**src/rtl/lane_struct_pkg.sv**
```systemverilog
package lane_struct_pkg;
  localparam int VEC_W   = 64;
  localparam int VREG_N  = 32;
  localparam int VAW     = $clog2(VREG_N);
  localparam int GPR_W   = 32;
  localparam int GAW     = 4;
  localparam int ADDR_W  = 32;
  localparam int MEM_W   = 32;
  localparam int ELEMS   = 3;
  localparam logic [GAW-1:0] REG_PC  = 4'd15;
  localparam logic [GAW-1:0] REG_IMM = 4'd13;

  typedef struct packed {
    logic [2:0] ebytes;
    logic [2:0] lane;
    logic [1:0] spacing;
    logic       wrongForm;
    logic       undef;
    logic       illegal;
    logic       wback;
    logic       useIdxReg;
  } decode_t;

  typedef struct packed {
    logic       latchCmd;
    logic       capElem;
    logic       wrVec;
    logic       wrBase;
    logic [1:0] elemSel;
  } strobe_t;

  function automatic decode_t decodeCmd(input logic [1:0] size, input logic [3:0] sel,
                                        input logic [VAW-1:0] dst, input logic [GAW-1:0] rn,
                                        input logic [GAW-1:0] rm);
    decode_t r;
    logic [VAW:0] last;
    r = '0;
    case (size)
      2'b00: begin r.ebytes = 3'd1; r.lane = sel[3:1];        r.spacing = 2'd1;
                   r.undef = sel[0]; end
      2'b01: begin r.ebytes = 3'd2; r.lane = {1'b0, sel[3:2]}; r.spacing = sel[1] ? 2'd2 : 2'd1;
                   r.undef = sel[0]; end
      2'b10: begin r.ebytes = 3'd4; r.lane = {2'b00, sel[3]}; r.spacing = sel[2] ? 2'd2 : 2'd1;
                   r.undef = |sel[1:0]; end
      default: begin r.ebytes = 3'd1; r.wrongForm = 1'b1; end
    endcase
    last = {1'b0, dst} + {{(VAW-2){1'b0}}, r.spacing, 1'b0};
    r.illegal   = !r.wrongForm && ((rn == REG_PC) || (last > (VAW+1)'(VREG_N-1)));
    r.undef     = r.undef && !r.wrongForm;
    r.wback     = (rm != REG_PC);
    r.useIdxReg = (rm != REG_PC) && (rm != REG_IMM);
    return r;
  endfunction
endpackage

```
**src/rtl/lane_struct_ctrl.sv**
```systemverilog
module lane_struct_ctrl
  import lane_struct_pkg::*;
(
  input  logic    clk,
  input  logic    rstN,
  input  logic    cmdValid,
  input  logic    decForm,
  input  logic    decBad,
  input  logic    decWback,
  input  logic    memReqReady,
  input  logic    memRspValid,
  output logic    cmdReady,
  output logic    busy,
  output logic    done,
  output logic    errFlag,
  output logic    formFlag,
  output logic    memReqValid,
  output strobe_t strobes
);
  typedef enum logic [2:0] {S_IDLE, S_ERR, S_REQ, S_WAIT, S_WRITE, S_FIN} state_t;
  state_t state;
  logic [1:0] cnt;
  logic okQ, wbackQ, formQ;

  always_ff @(posedge clk) begin
    if (!rstN) begin
      state <= S_IDLE; cnt <= '0; okQ <= 1'b0; wbackQ <= 1'b0; formQ <= 1'b0;
    end else begin
      case (state)
        S_IDLE: if (cmdValid) begin
          cnt    <= '0;
          formQ  <= decForm;
          okQ    <= !(decForm || decBad);
          wbackQ <= decWback;
          state  <= (decForm || decBad) ? S_ERR : S_REQ;
        end
        S_ERR:   state <= S_FIN;
        S_REQ:   if (memReqReady) state <= S_WAIT;
        S_WAIT:  if (memRspValid) state <= S_WRITE;
        S_WRITE: begin
          if (cnt == 2'(ELEMS-1)) state <= S_FIN;
          else begin cnt <= cnt + 2'd1; state <= S_REQ; end
        end
        default: state <= S_IDLE;
      endcase
    end
  end

  always_comb begin
    cmdReady        = (state == S_IDLE);
    busy            = (state != S_IDLE);
    done            = (state == S_FIN);
    errFlag         = (state == S_ERR) && !formQ;
    formFlag        = (state == S_ERR) && formQ;
    memReqValid     = (state == S_REQ);
    strobes.latchCmd = (state == S_IDLE) && cmdValid;
    strobes.capElem  = (state == S_WAIT) && memRspValid;
    strobes.wrVec    = (state == S_WRITE);
    strobes.wrBase   = (state == S_FIN) && okQ && wbackQ;
    strobes.elemSel  = cnt;
  end

  AST_DONE_SINGLE: assert property (@(posedge clk) disable iff (!rstN) done |=> !done);
  AST_DONE_INSIDE_BUSY: assert property (@(posedge clk) disable iff (!rstN) done |-> busy);
  AST_FLAG_THEN_NOOP_DONE: assert property (@(posedge clk) disable iff (!rstN)
    (errFlag || formFlag) |=> done && !strobes.wrBase && !strobes.wrVec && !memReqValid);
  AST_REQ_HELD: assert property (@(posedge clk) disable iff (!rstN)
    (memReqValid && !memReqReady) |=> memReqValid);
endmodule

```
**src/rtl/lane_struct_dp.sv**
```systemverilog
module lane_struct_dp
  import lane_struct_pkg::*;
(
  input  logic              clk,
  input  logic              rstN,
  input  strobe_t           strobes,
  input  logic [2:0]        decEbytes,
  input  logic [2:0]        decLane,
  input  logic [1:0]        decSpacing,
  input  logic              decUseIdx,
  input  logic [VAW-1:0]    cmdDst,
  input  logic [GAW-1:0]    cmdBase,
  input  logic [GPR_W-1:0]  baseVal,
  input  logic [GPR_W-1:0]  offVal,
  input  logic [MEM_W-1:0]  memRspData,
  input  logic [VEC_W-1:0]  vrData,
  output logic [ADDR_W-1:0] memReqAddr,
  output logic [VAW-1:0]    vrAddr,
  output logic              vrWe,
  output logic [VEC_W-1:0]  vrWdata,
  output logic              gpWe,
  output logic [GAW-1:0]    gpWaddr,
  output logic [GPR_W-1:0]  gpWdata
);
  logic [2:0]       ebQ, laneQ;
  logic [1:0]       spQ;
  logic             useIdxQ;
  logic [VAW-1:0]   dstQ;
  logic [GAW-1:0]   rnQ;
  logic [GPR_W-1:0] baseQ, offQ;
  logic [MEM_W-1:0] elemQ;
  logic [MEM_W-1:0] widthMask;
  logic [5:0]       bitOff;
  logic [VEC_W-1:0] laneMask;

  always_comb begin
    case (ebQ)
      3'd1:    widthMask = 32'h0000_00FF;
      3'd2:    widthMask = 32'h0000_FFFF;
      default: widthMask = 32'hFFFF_FFFF;
    endcase
    bitOff = (6'(laneQ) * 6'(ebQ)) << 3;
  end

  always_ff @(posedge clk) begin
    if (!rstN) begin
      ebQ <= 3'd1; laneQ <= '0; spQ <= 2'd1; useIdxQ <= 1'b0;
      dstQ <= '0; rnQ <= '0; baseQ <= '0; offQ <= '0; elemQ <= '0;
    end else begin
      if (strobes.latchCmd) begin
        ebQ <= decEbytes; laneQ <= decLane; spQ <= decSpacing; useIdxQ <= decUseIdx;
        dstQ <= cmdDst; rnQ <= cmdBase; baseQ <= baseVal; offQ <= offVal;
      end
      if (strobes.capElem) elemQ <= memRspData & widthMask;
    end
  end

  assign memReqAddr = baseQ + ADDR_W'(strobes.elemSel) * ADDR_W'(ebQ);
  assign vrAddr     = dstQ + VAW'(strobes.elemSel) * VAW'(spQ);
  assign laneMask   = {{(VEC_W-MEM_W){1'b0}}, widthMask} << bitOff;
  assign vrWe       = strobes.wrVec;
  assign vrWdata    = (vrData & ~laneMask) | ({{(VEC_W-MEM_W){1'b0}}, elemQ} << bitOff);
  assign gpWe       = strobes.wrBase;
  assign gpWaddr    = rnQ;
  assign gpWdata    = useIdxQ ? (baseQ + offQ) : (baseQ + GPR_W'(3) * GPR_W'(ebQ));

  AST_ELEM_FITS_WIDTH: assert property (@(posedge clk) disable iff (!rstN)
    vrWe |-> ((elemQ & ~widthMask) == '0));
endmodule

```
**src/rtl/lane_struct_loader.sv**
```systemverilog
module lane_struct_loader
  import lane_struct_pkg::*;
(
  input  logic              clk,
  input  logic              rstN,
  input  logic              cmdValid,
  output logic              cmdReady,
  input  logic [1:0]        cmdSize,
  input  logic [3:0]        cmdLaneSel,
  input  logic [VAW-1:0]    cmdDst,
  input  logic [GAW-1:0]    cmdBase,
  input  logic [GAW-1:0]    cmdOffReg,
  output logic              busy,
  output logic              done,
  output logic              errFlag,
  output logic              formFlag,
  output logic [GAW-1:0]    gpRdAddrA,
  input  logic [GPR_W-1:0]  gpRdDataA,
  output logic [GAW-1:0]    gpRdAddrB,
  input  logic [GPR_W-1:0]  gpRdDataB,
  output logic              gpWe,
  output logic [GAW-1:0]    gpWaddr,
  output logic [GPR_W-1:0]  gpWdata,
  output logic [VAW-1:0]    vrAddr,
  input  logic [VEC_W-1:0]  vrData,
  output logic              vrWe,
  output logic [VEC_W-1:0]  vrWdata,
  output logic              memReqValid,
  input  logic              memReqReady,
  output logic [ADDR_W-1:0] memReqAddr,
  input  logic              memRspValid,
  input  logic [MEM_W-1:0]  memRspData
);
  decode_t dec;
  strobe_t strobes;

  assign dec       = decodeCmd(cmdSize, cmdLaneSel, cmdDst, cmdBase, cmdOffReg);
  assign gpRdAddrA = cmdBase;
  assign gpRdAddrB = cmdOffReg;

  lane_struct_ctrl ctrl (
    .clk(clk), .rstN(rstN), .cmdValid(cmdValid),
    .decForm(dec.wrongForm), .decBad(dec.undef || dec.illegal), .decWback(dec.wback),
    .memReqReady(memReqReady), .memRspValid(memRspValid),
    .cmdReady(cmdReady), .busy(busy), .done(done), .errFlag(errFlag), .formFlag(formFlag),
    .memReqValid(memReqValid), .strobes(strobes)
  );

  lane_struct_dp dp (
    .clk(clk), .rstN(rstN), .strobes(strobes),
    .decEbytes(dec.ebytes), .decLane(dec.lane), .decSpacing(dec.spacing), .decUseIdx(dec.useIdxReg),
    .cmdDst(cmdDst), .cmdBase(cmdBase), .baseVal(gpRdDataA), .offVal(gpRdDataB),
    .memRspData(memRspData), .vrData(vrData),
    .memReqAddr(memReqAddr), .vrAddr(vrAddr), .vrWe(vrWe), .vrWdata(vrWdata),
    .gpWe(gpWe), .gpWaddr(gpWaddr), .gpWdata(gpWdata)
  );

  AST_ADDR_STABLE_STALL: assert property (@(posedge clk) disable iff (!rstN)
    (memReqValid && !memReqReady) |=> $stable(memReqAddr));
  AST_BASE_WRITE_AT_DONE: assert property (@(posedge clk) disable iff (!rstN)
    gpWe |-> done);
  AST_NO_VEC_WRITE_WITH_REQ: assert property (@(posedge clk) disable iff (!rstN)
    vrWe |-> !memReqValid);
endmodule

```
**config.mk**
```make
export PLATFORM = sky130hd
export DESIGN_NAME = lane_struct_loader
export DESIGN_NICKNAME = d
export VERILOG_FILES = /design/src/rtl/lane_struct_pkg.sv /design/src/rtl/lane_struct_ctrl.sv /design/src/rtl/lane_struct_dp.sv /design/src/rtl/lane_struct_loader.sv
export SDC_FILE = /design/constraint.sdc
export NUM_CORES = 1
export LEC_CHECK = 0
export BUFFER_PORTS_ARGS = -buffer_cell sky130_fd_sc_hd__buf_4
export CAP_MARGIN = 20
export CORE_MARGIN = 1.5
export CORE_UTILIZATION = 30
export DETAILED_ROUTE_END_ITERATION = 12
export PLACE_DENSITY = 0.52
export SYNTH_ARGS = -nofsm -noshare
export SYNTH_HDL_FRONTEND = slang
export SYNTH_SLANG_ARGS = --single-unit
```
**constraint.sdc**
```tcl
create_clock -name clk -period 3.91 [get_ports clk]
set_input_delay 0.782 -clock clk [delete_from_list [all_inputs] [get_ports clk]]
set_output_delay 0.782 -clock clk [all_outputs]
set_load 0.1 [all_outputs]
```
After elaboration in Yosys (flattened, before gate mapping)
Index checks and enable logic that the tools add are counted.
{"block": "totals", "register_bits": 122, "in_bits": 184, "wordCells": 89}
{"block": "classes", "add_sub_neg": 6, "mul": 4, "magnitude_cmp": 1, "n_eq_ne": 17, "n_shift": 2, "n_mux": 17, "n_bitwise": 4, "reduce_logical": 24}
{"operator": "$shl 32x6->64", "n": 2}
{"operator": "$add 32x5->32", "n": 2}
{"operator": "$and 64x64->64", "n": 1}
{"operator": "$not 64->64", "n": 1}
{"operator": "$or 64x64->64", "n": 1}
{"operator": "$pmux 32 s2", "n": 1}
{"operator": "$add 32x32->32", "n": 1}
{"operator": "$and 32x32->32", "n": 1}
{"operator": "$mux 32", "n": 1}
{"operator": "$pmux 3 s5", "n": 1}
{"operator": "$pmux 5 s3", "n": 1}
{"operator": "$mux 3", "n": 4}
{"operator": "$mux 2", "n": 5}
{"operator": "$eq 3x2->1 const B", "n": 3}
{"operator": "$logic_and 1x1->1", "n": 9}
{"operator": "$ne 4x4->1 const B", "n": 2}
{"operator": "$add 5x3->6", "n": 1}
{"operator": "$eq 3x1->1 const B", "n": 2}
{"operator": "$eq 3x3->1 const B", "n": 2}
{"operator": "$gt 6x5->1 const B", "n": 1}
{"operator": "$ne 2x2->1 const B", "n": 3}
{"operator": "$pmux 3 s2", "n": 1}
{"operator": "$reduce_and 3->1", "n": 2}
{"operator": "$add 5x4->5", "n": 1}
{"operator": "other kinds (21)", "n": 26}

Logic depth before layout (Yosys ltp)
{"block": "depth", "depth_word": 11, "depth_mapped": 14, "depth_no_buf": 12}

Cells and area by module
A second synthesis with hierarchy kept.
{"block": "unflattened", "cells_unflattened": 1243, "hier_area_um2": 10182.3}
{"module": "lane_struct_dp", "n_inst": 1, "cells_each": 1143, "area_per_inst_um2": 9361.5, "seq_area_each_um2": 2282.2}
{"module": "lane_struct_ctrl", "n_inst": 1, "cells_each": 61, "area_per_inst_um2": 533.0, "seq_area_each_um2": 160.2}
{"module": "lane_struct_loader", "n_inst": 1, "cells_each": 39, "area_per_inst_um2": 287.8, "seq_area_each_um2": 0.0}

Least setup slack after synthesis
No wires, ideal clock.
{"block": "synth_timing", "kind": "register to output", "startpoint": "register dp.ebQ[1]", "endpoint": "output port gpWdata[27]", "arrival_ps": 4496, "required_ps": 3128, "setup_slack_ps": -1368, "stages_incl_launch_ff": 12, "n_path_buf": 0, "cell_sequence": "dfxtp_1 -> fa_1 -> ha_1 -> inv_1 -> fa_1 -> nor2b_1 -> o21ai_0 -> a211oi_4 -> nand2_1 -> xnor2_1 -> o22ai_1 -> nor3_1"}
{"block": "synth_via", "elab_chain_cells": 3}
{"item": "start, declared", "line_no": "lane_struct_dp.sv:25", "text": "logic [2:0] ebQ, laneQ;"}
{"item": "start signal, assigned", "line_no": "lane_struct_dp.sv:51", "text": "ebQ <= decEbytes; laneQ <= decLane; spQ <= decSpacing; useIdxQ <= decUseIdx;"}
{"item": "$mul 2x3->5", "line_no": "lane_struct_dp.sv:65", "text": "assign gpWdata = useIdxQ ? (baseQ + offQ) : (baseQ + GPR_W'(3) * GPR_W'(ebQ));"}
{"item": "$add 32x5->32", "line_no": "lane_struct_dp.sv:65"}
{"item": "$mux 32", "line_no": "lane_struct_dp.sv:65"}
{"item": "end, declared", "line_no": "lane_struct_loader.sv:23", "text": "output logic [GPR_W-1:0] gpWdata,"}
Every way passes these cells.

Worst setup path after layout
{"block": "layout_timing", "startpoint": "register dp.baseQ[1]", "endpoint": "output port gpWdata[31]"}
{"block": "layout_via", "elab_chain_cells": 2, "elab_cells_between_ends": 3}
{"item": "start, declared", "line_no": "lane_struct_dp.sv:30", "text": "logic [GPR_W-1:0] baseQ, offQ;"}
{"item": "start signal, assigned", "line_no": "lane_struct_dp.sv:52", "text": "dstQ <= cmdDst; rnQ <= cmdBase; baseQ <= baseVal; offQ <= offVal;"}
{"item": "$add 32x5->32 / $add 32x32->32 (equally long branches)", "line_no": "lane_struct_dp.sv:65"}
{"item": "$mux 32 (*)", "line_no": "lane_struct_dp.sv:65"}
Every way passes the cells marked *; elsewhere a longest branch is shown, timed or not.

==> reports/results.ini <==
[sta]
hold_viol_final = 0
finalSetupViolations = 26
fin_crit_sh_pct = 106.8
setup_tns_ns = -2.985
final.min_clock_period_ns = 4.174
max_freq_ghz = 0.2396
clock_skew_ns = 0.009578
rsz0062_at_grt = true
slew_violations = 0
slew_headroom_pct = 26.16
worst_pin_slew_ns = 1.108
setup_ws_ns = -0.2640

[setup_path]
critPathMaxFanout = 3
critPathKind = flop to output pin
worstReg2RegStart = ctrl.state[1]
cp-start-kind = flop
worst_r2r_path_depth = 6
end_kind = output pin
r2r_slack_ns = 1.26
worstSetupStartpoint = dp.baseQ[1]
rr_endpoint = dp.elemQ[31]
cp.required_ns = 3.13
worstPathArrival_ns = 3.39

[min_path]
hp-class = flop to flop
hold-path-endpoint = dp.gpWaddr[3]
min_path_cells = 2
min_from = dp.gpWaddr[3]

[clock_network]
root_buffer = clkbuf_16
cts_hold_buf = 0
insertion_delay_ns = 0.43
cts_tree = built
cts_sinks = 122
path_clk_slew_ns = 0.06
htreeDepth = 4
cts_buffers = 17
cts_max_path_buffers = 2

[synthesis]
syn_inst = 1341
ys_seq_area_share_pct = 24.01
synthesis.nets = 1593
ys_seq_elements = 122
synthFlopType = dfxtp_1
synth.area.top_cells = dfxtp_1 24%, nand2_1 10%, ha_1 7.3%
synth_area_per_cell_um2 = 7.586
ys_types = 82
yosysTopAreaCell = dfxtp_1
syn-cell-area_mm2 = 0.01017
yosys_warnings = 0
async_reset_ff_share_pct = 0
synth_edf_count = 0
synth_top_cell_area_share_pct = 24.01

[placement]
dpl_cell_area_mm2 = 0.01404
hpwl_mm = 30.46
gp_congestion = 0.8777
port_buffers = 336

[cells_and_area]
nFillCells = 3288
multi_input_area_mm2 = 0.008242
drive_gt1_share_pct = 37.39
nNetsFinal = 1948
design_area_mm2 = 0.01596
area_growth_pct = 56.85
seq_area_mm2 = 0.002465

[flow_run]
cap_violations = 0

[power_and_ir_drop]
vdd_drop_max_v = 0.0005188
clock_power_share_pct = 15.5
p_total_mw = 10.91
p_comb_share_pct = 68.9
leakagePower_nw = 7.244
p_int_mw = 4.690
p_sw_mw = 6.221
power_per_cell_area_mw_per_mm2 = 683.8
swShare_pct = 57.01
pwr-share-seq_pct = 15.6

[detailed_routing]
vias = 10990
first_iter_violations = 558
routed_via_density = 5.091
drc = 0
antenna_left = 0
drt_wl_total_mm = 39.48
drt_pass1_iterations = 5
wl_per_cell_um = 18.29

[floorplanning]
die_w_um = 187.1
die_area_mm2 = 0.03502
core_area_mm2 = 0.03345
num_rows = 67
start_util_pct = 30.41
io-pin-count = 337
dieHeight_um = 187.1

[run_status]
status = finished, violations left
violations = negative setup slack

[global_routing]
antenna_found_initial = 2
grt_start_max_net_pins = 123
grt_pass1_vias = 10930
gr-total-overflow = 0
track_usage_pct = 21.80
grt_first_pass_wirelength_mm = 60.71

==> power by group through the flow <==
stage	registers, mW	clock network (mW)	logic [mW]
after floorplan	1.72	0	5.30
after global placement	1.72	0	6.91
after detailed placement	1.73	0	6.91
after CTS	1.70	1.73	7.28
after global routing	1.74	1.78	7.87
final	1.71	1.69	7.51
==> kinds of logic (layout without fill, tap and decap cells) <==
| logic type | count (synthesis) | count (layout) | synth area share [%] |
|---|---|---|---|
| buffers and inverters | 129 | 497 | 5.375 |
| AO/OA/AOI/OAI | 353 | 353 | 25.08 |
| flip-flops | 122 | 122 | 24.01 |
| multiplexers | 49 | 49 | 4.932 |
| other | 0 | 2 | 0 |
| XOR/XNOR | 85 | 85 | 7.761 |
| adder cells (fa/ha/maj) | 68 | 68 | 9.028 |
| AND/OR/NAND/NOR | 535 | 535 | 23.81 |
==> worst max path at each step <==
stage	endpoint	slack, ns	depth (start not counted)
2_1_floorplan	vrWdata[13]	-0.65	8
6_report	gpWdata[31]	-0.26	12
3_5_place_dp	memReqAddr[20]	-0.02	13
5_1_grt	gpWdata[31]	-0.38	12
3_3_place_gp	memReqAddr[20]	0.05	13
4_1_cts	gpWdata[27]	-0.31	13
==> area by class of cell <==
class	count	area share [%]
antenna	2	0.03137
clock buffer	19	2.909
timing repair buffer	432	24.69
sequential	122	15.45
inverter	33	0.7920
multi-input combinational	1090	51.65
tap	448	3.513
clock inverter	13	0.9646
==> cell usage after synthesis, drive strengths merged, types with 3 or more instances <==
library cell / n
nor2b: 35
nand2b: 15
xor2: 41
ha: 59
xnor2: 44
o21a: 6
nand2: 272
o211ai: 9
dfxtp: 122
a221o: 26
a21oi: 55
or2: 4
clkbuf: 58
a21boi: 88
a211oi: 8
a22oi: 35
nor3: 22
o21bai: 4
nand4: 19
a22o: 16
and3: 9
mux2i: 40
or3: 5
a21o: 16
fa: 9
nor3b: 3
nor2: 104
and2: 13
o211a: 3
o21ai: 51
buf: 38
mux2: 9
inv: 33
a31oi: 12
nand3: 24
==> metal layers <==
metal,GRT usage [%],vias to the layer above,routed length (um)
li1,-,5407,-
met1,29.44,5228,18290
met2,35.90,308,18480
met3,3.021,48,1789
met4,6.731,0,919
met5,0,-,0
==> cell usage in the layout, fill, tap and decap left out, drive strengths merged, types with 5 or more instances in the layout <==
master  instances
ha             59
and3            9
a21o           16
o21a            6
a21boi         88
xnor2          44
nor2          104
nand4          19
mux2i          40
nand3          24
xor2           41
nor3           22
mux2            9
a22oi          35
buf           432
inv            39
o211ai          9
o21ai          51
nand2         272
nor2b          35
clkbuf         19
a211oi          8
or3             5
a221o          26
nand2b         15
fa              9
a31oi          12
a22o           16
dfxtp         122
and2           13
a21oi          55
==> per-stage QoR <==
| step | hold slack [ns] | cells | setup slack, ns | util (%) |
|---|---|---|---|---|
| finish | 0.4648 | 2159 | -0.2640 | 47.70 |
| detailed placement | 0.4601 | 2105 | -0.02303 | 41.97 |
| CTS | 0.4664 | 2147 | -0.3147 | 45.79 |
| global route | 0.4910 | 2159 | -0.3837 | 47.70 |
| global placement | 0.4473 | 2105 | 0.05257 | 41.97 |
| floorplan | 0.4308 | 1341 | -0.6456 | - |
==> sequential cells by signal, indices dropped and copies added (netlist names) <==
name and count:
dp.baseQ 32, dp.dstQ 5, ctrl.wbackQ 1, dp.gpWaddr 4, ctrl.formQ 1, dp.laneQ 3, dp.spQ 2, ctrl.state 3
dp.offQ 32, dp.elemQ 32, dp.useIdxQ 1, ctrl.cnt 2, ctrl.okQ 1, dp.ebQ 3
==> worst max-delay path: stages (launching register included) <==
cell and delay, ns:
dfxtp_4 0.35, fa_1 0.54, ha_2 0.19, inv_2 0.04, fa_2 0.34, nor2b_2 0.13
o21ai_2 0.08, a211oi_4 0.28, nand4_1 0.17, o311ai_2 0.34, a211oi_4 0.12, xnor2_4 0.19
buf_12 0.19
==> what timing repair did <==
item,CTS,global route
buffers inserted,10,12
resized for setup,145,123
pin swaps,19,41
setup endpoints to repair,48,92
cloned,0,0
(Power assumes the default switching activity.)
